`src/rtl/ring_xfer_unit.sv`:
```
module ring_xfer_unit #(
  parameter int RING_W = 3,
  parameter int WORD_W = 8,
  parameter int NGATE  = 4,
  parameter int NPTR   = 4
) (
  input  logic                     clk,
  input  logic                     rst_n,
  input  logic                     call_i,
  input  logic                     ret_i,
  input  logic [RING_W-1:0]        cur_ring_i,
  input  logic [RING_W-1:0]        tgt_ring_i,
  input  logic [WORD_W-1:0]        tgt_word_i,
  input  logic [RING_W-1:0]        seg_lo_i,
  input  logic [RING_W-1:0]        seg_top_i,
  input  logic [RING_W-1:0]        seg_gext_i,
  input  logic                     seg_exec_i,
  input  logic [NGATE*WORD_W-1:0]  gate_off_i,
  input  logic [NGATE-1:0]         gate_vld_i,
  input  logic [NPTR*RING_W-1:0]   ptr_ring_i,
  output logic                     done_o,
  output logic                     trap_o,
  output logic [2:0]               cause_o,
  output logic [RING_W-1:0]        new_ring_o,
  output logic [NPTR*RING_W-1:0]   ptr_ring_o
);

  localparam logic [2:0] C_NONE    = 3'd0;
  localparam logic [2:0] C_NOEXEC  = 3'd1;
  localparam logic [2:0] C_UPCALL  = 3'd2;
  localparam logic [2:0] C_ABOVE   = 3'd3;
  localparam logic [2:0] C_NOGATE  = 3'd4;
  localparam logic [2:0] C_DOWNRET = 3'd5;

  logic [NGATE-1:0]       hit;
  logic [2:0]             call_cause;
  logic [RING_W-1:0]      call_ring;
  logic                   ret_bad;
  logic [NPTR*RING_W-1:0] ptr_raised;

  for (genvar g = 0; g < NGATE; g++) begin : g_gate
    assign hit[g] = gate_vld_i[g] && (gate_off_i[g*WORD_W +: WORD_W] == tgt_word_i);
  end

  for (genvar p = 0; p < NPTR; p++) begin : g_ptr
    wire [RING_W-1:0] pr = ptr_ring_i[p*RING_W +: RING_W];
    assign ptr_raised[p*RING_W +: RING_W] = (pr > tgt_ring_i) ? pr : tgt_ring_i;
  end

  always_comb begin
    call_cause = C_NONE;
    if (!seg_exec_i)              call_cause = C_NOEXEC;
    else if (tgt_ring_i < seg_lo_i)   call_cause = C_UPCALL;
    else if (tgt_ring_i > seg_gext_i) call_cause = C_ABOVE;
    else if (hit == '0)           call_cause = C_NOGATE;
  end

  assign call_ring = (tgt_ring_i > seg_top_i) ? seg_top_i : tgt_ring_i;
  assign ret_bad   = tgt_ring_i < cur_ring_i;

  always_ff @(posedge clk) begin
    if (!rst_n) begin
      done_o     <= 1'b0;
      trap_o     <= 1'b0;
      cause_o    <= C_NONE;
      new_ring_o <= '0;
      ptr_ring_o <= '0;
    end else begin
      done_o <= call_i || ret_i;
      if (call_i) begin
        trap_o     <= call_cause != C_NONE;
        cause_o    <= call_cause;
        new_ring_o <= (call_cause != C_NONE) ? cur_ring_i : call_ring;
        ptr_ring_o <= ptr_ring_i;
      end else if (ret_i) begin
        trap_o     <= ret_bad;
        cause_o    <= ret_bad ? C_DOWNRET : C_NONE;
        new_ring_o <= ret_bad ? cur_ring_i : tgt_ring_i;
        ptr_ring_o <= ret_bad ? ptr_ring_i : ptr_raised;
      end
    end
  end

endmodule

```
`config.mk`:
```
export PLATFORM = sky130hd
export DESIGN_NAME = ring_xfer_unit
export DESIGN_NICKNAME = d
export VERILOG_FILES = /design/src/rtl/ring_xfer_unit.sv
export SDC_FILE = /design/constraint.sdc
export NUM_CORES = 1
export LEC_CHECK = 0
export CORE_ASPECT_RATIO = 1.4
export CORE_MARGIN = 1
export CORE_UTILIZATION = 30
export DETAILED_ROUTE_END_ITERATION = 10
export PLACE_DENSITY_LB_ADDON = 0.2
export SLEW_MARGIN = 20
export SYNTH_ARGS = -nofsm -noshare
export SYNTH_HDL_FRONTEND = slang
export SYNTH_SLANG_ARGS = --single-unit
```
`constraint.sdc`:
```
create_clock -name clk -period 5.6 [get_ports clk]
set_input_delay 1.12 -clock clk [delete_from_list [all_inputs] [get_ports clk]]
set_output_delay 1.12 -clock clk [all_outputs]
set_load 0.005 [all_outputs]
```
==> impl_results.md <==
* Vias at 1967
* Worst EP arrival at around 3.7 ns
* Residual DRC at 0
* Yosys top cell area share at between 20% and 30%
* Fin. Hold Viols at 0
* IR drop worst, VDD at about 0.075 mV
* Via/cell ratio at around 5.0
* Post-CTS Setup Inserts at 0
* Final Setup Violations at 0
* Top FF cell, synth: dfxtp_1
* WP buf/inv at 2
* Synth area leader: dfxtp_1
* Clk root buf: clkbuf_8
* Clk_lat worst skew at 0.26 ns
* Slowest CP cell: clkdlybuf4s50_1
* Number of routed nets with antenna violations at 0
* Power per cell area at about 160 mW/mm2
* Gr ovfl total at 0
* Pins over their slew limit at 0
* Antenna cells at 0
* PnR worst setup slack at about 2.2 ns
* Worst-Margin Slew at 0.7059 ns
* CTS max path bufs at 2
* Share of post-route cells with drive strength above 1 at under 10%
* Top cells by area, synth: dfxtp_1 (21%), ha_1 (14%), xor2_1 (13%)
* Worst setup EP type: flop
* Static Leakage at 0.001217 uW
* Post-route minimum period at around 3.4 ns
* Pin count of the biggest net entering global routing at 28
* Final WL at 5580 um
* RSZ-0062 raised after global routing: false
* Clk slew on worst S/H paths at 0.08 ns
* I/O Buffers at 95
* Fin util at approximately half
* Fraction of registers with async set or reset after synthesis at 0%
* Layout Area Growth over Synthesis at 54.87%
* Drt initial violations at a little over 60
* Commonest non-fill, non-tap cell in the layout: clkdlybuf4s50_1
* Fin crit share at 61.60%
* Critical Path Max Stage Delay at roughly 0.80 ns
* DP HPWL at 4556 um
* Synth Register Bits at 20
* Sum Neg Setup Slack at 0 ns
* Syn Inst Count at ~230
* CP Data Required Time at 5.81 ns
* Pre-CTS WS at 1.872 ns
* Synth cell types at 40
* CP startpoint kind: input port
* First-pass GRT wire length at 9073 um
* Initial antenna violation count at 0
* NumNets Final at 421
* Die X at 69.54 um
* Cell Chain, Critical Path: clkdlybuf4s50_1 > inv_1 > ha_1 > nand3_1 > o21ai_0 > o21ai_0 > or2_2 > a2111oi_2 > o31a_1
* Max_slew headroom at 52.79%
* Max-cap violation count at 0
* Yosys Warn Count at 0
* Die Ht at about 97 um
* Post-Syn Area at 0.001916 mm2
* Worst hold path type: flop to flop
* CTS tree: yes
* Core area at a little over 0.006 mm2
* Crit Path Class: input port to flop
* Pre-Repair DR Iteration Count at 4
* GRT Total Usage at between 15 and 20%
* Crit path max-delay family: buffers and inverters
* Avg WL per Cell at 14.16 um
* CTS sink count at 20
* CTS resizes at 0
* Seq/Total Area, Yosys at 20.90%
* GPL Wtd Cong at 0.8167
* Syn_nets at 330
* Most frequent cells in the layout: clkdlybuf4s50_1 (95), xor2_1 (28), ha_1 (22)
* Post-synth EDFFs at 0
* Total CTS buffers at 3
* Boundary Pins at 96
* Crit path top cell by count: o21ai_0
* Fillers at 634
* Initial Util at 31.05%
* Setup Skew at 0 ns
* CTS HTree Levels at 1
* Row count at 34
* CP max FO at 13
* Internal reg-to-reg setup slack at approximately 4.5 ns
* Status: finished, final reports clean
* Number of global-route vias before repair at 2018
* Area of the die at 0.006714 mm2
* Mapped Avg Cell Area at roughly 8.3 um2
* CTS Hold Bufs at 0
* Fmax at 289.9 MHz
[report_power, final]
group	internal (uW)	switching [uW]	total, uW
Sequential	154	6.12	161
Clock	62.7	52.6	115
Combinational	116	86.5	202
[synthesized netlist by cell type (2+ instances only)]
cell,count
nor2_1,9
a21oi_1,16
o211a_1,3
nor3_1,4
a22o_1,2
nand2b_1,5
mux2i_1,15
o21ai_0,21
a21oi_2,4
xor2_1,28
o31ai_1,2
dfxtp_1,20
clkbuf_1,7
xnor2_1,4
ha_1,22
nand2_1,6
nand3_1,6
a311oi_1,2
a211oi_1,2
nand4_1,4
or2_2,3
nor2b_1,8
inv_1,17
nor4_1,4
a31oi_1,3
[path summary, 6_finish.rpt]
| path | cells past startpoint | startpoint | to |
|---|---|---|---|
| worst max-delay path | 9 | tgt_ring_i[0] | new_ring_o[1] |
| worst min-delay path | 1 | cause_o[0] | cause_o[0] |
| worst min register to register | 1 | cause_o[0] | cause_o[0] |
| worst max register to register | 5 | new_ring_o[0] | new_ring_o[0] |
[cell families (layout without fill, tap and decap cells)]
family / after synthesis / in the layout / synth area share (%)
AO/OA/AOI/OAI: 64 / 64 / 21.69
XOR/XNOR: 32 / 32 / 14.63
adder cells (fa/ha/maj): 22 / 22 / 14.37
buffers and inverters: 26 / 116 / 5.683
flip-flops: 20 / 20 / 20.90
multiplexers: 15 / 15 / 7.838
AND/OR/NAND/NOR: 53 / 53 / 14.89
[flip-flops by register name (all words and copies together) (netlist names)]
register and cells:
cause_o 3, ptr_ring_o 12, done_o 1, new_ring_o 3
trap_o 1
[through the flow]
stage	std cells	hold slack, ns	total power (uW)	area, um2
2_1_floorplan	232	0.4952	258.0	1916
6_report	394	0.5107	478.0	2967
4_1_cts	394	0.5132	486.5	2967
5_1_grt	394	0.5319	511.8	2967
3_3_place_gp	390	0.4862	365.7	2912
3_5_place_dp	390	0.4902	367.4	2912
[worst register-to-register path: cells and delay by family (launching register included)]
family          cells  cell delay (ns)
compound gates      4             0.53
flops               1             0.32
simple gates        1             0.15
[cell type report]
cell class              count  area, um2  share of cell area [%]
flip-flops and latches     20      400.4                   13.50
repair buffers             95      950.9                   32.05
well taps                  72      90.09                   3.037
inverters                  17      63.81                   2.151
clock buffers               4      55.05                   1.856
multi-input cells         186       1406                   47.41
[layer usage]
metal / vias up / GRT usage [%] / wire, um
li1: 1009 / - / -
met1: 865 / 18.02 / 2234
met2: 80 / 32.69 / 2856
met3: 13 / 3.112 / 340
met4: 0 / 7.993 / 149
met5: - / 0 / 0
Power figures use the tool's default switching activity.
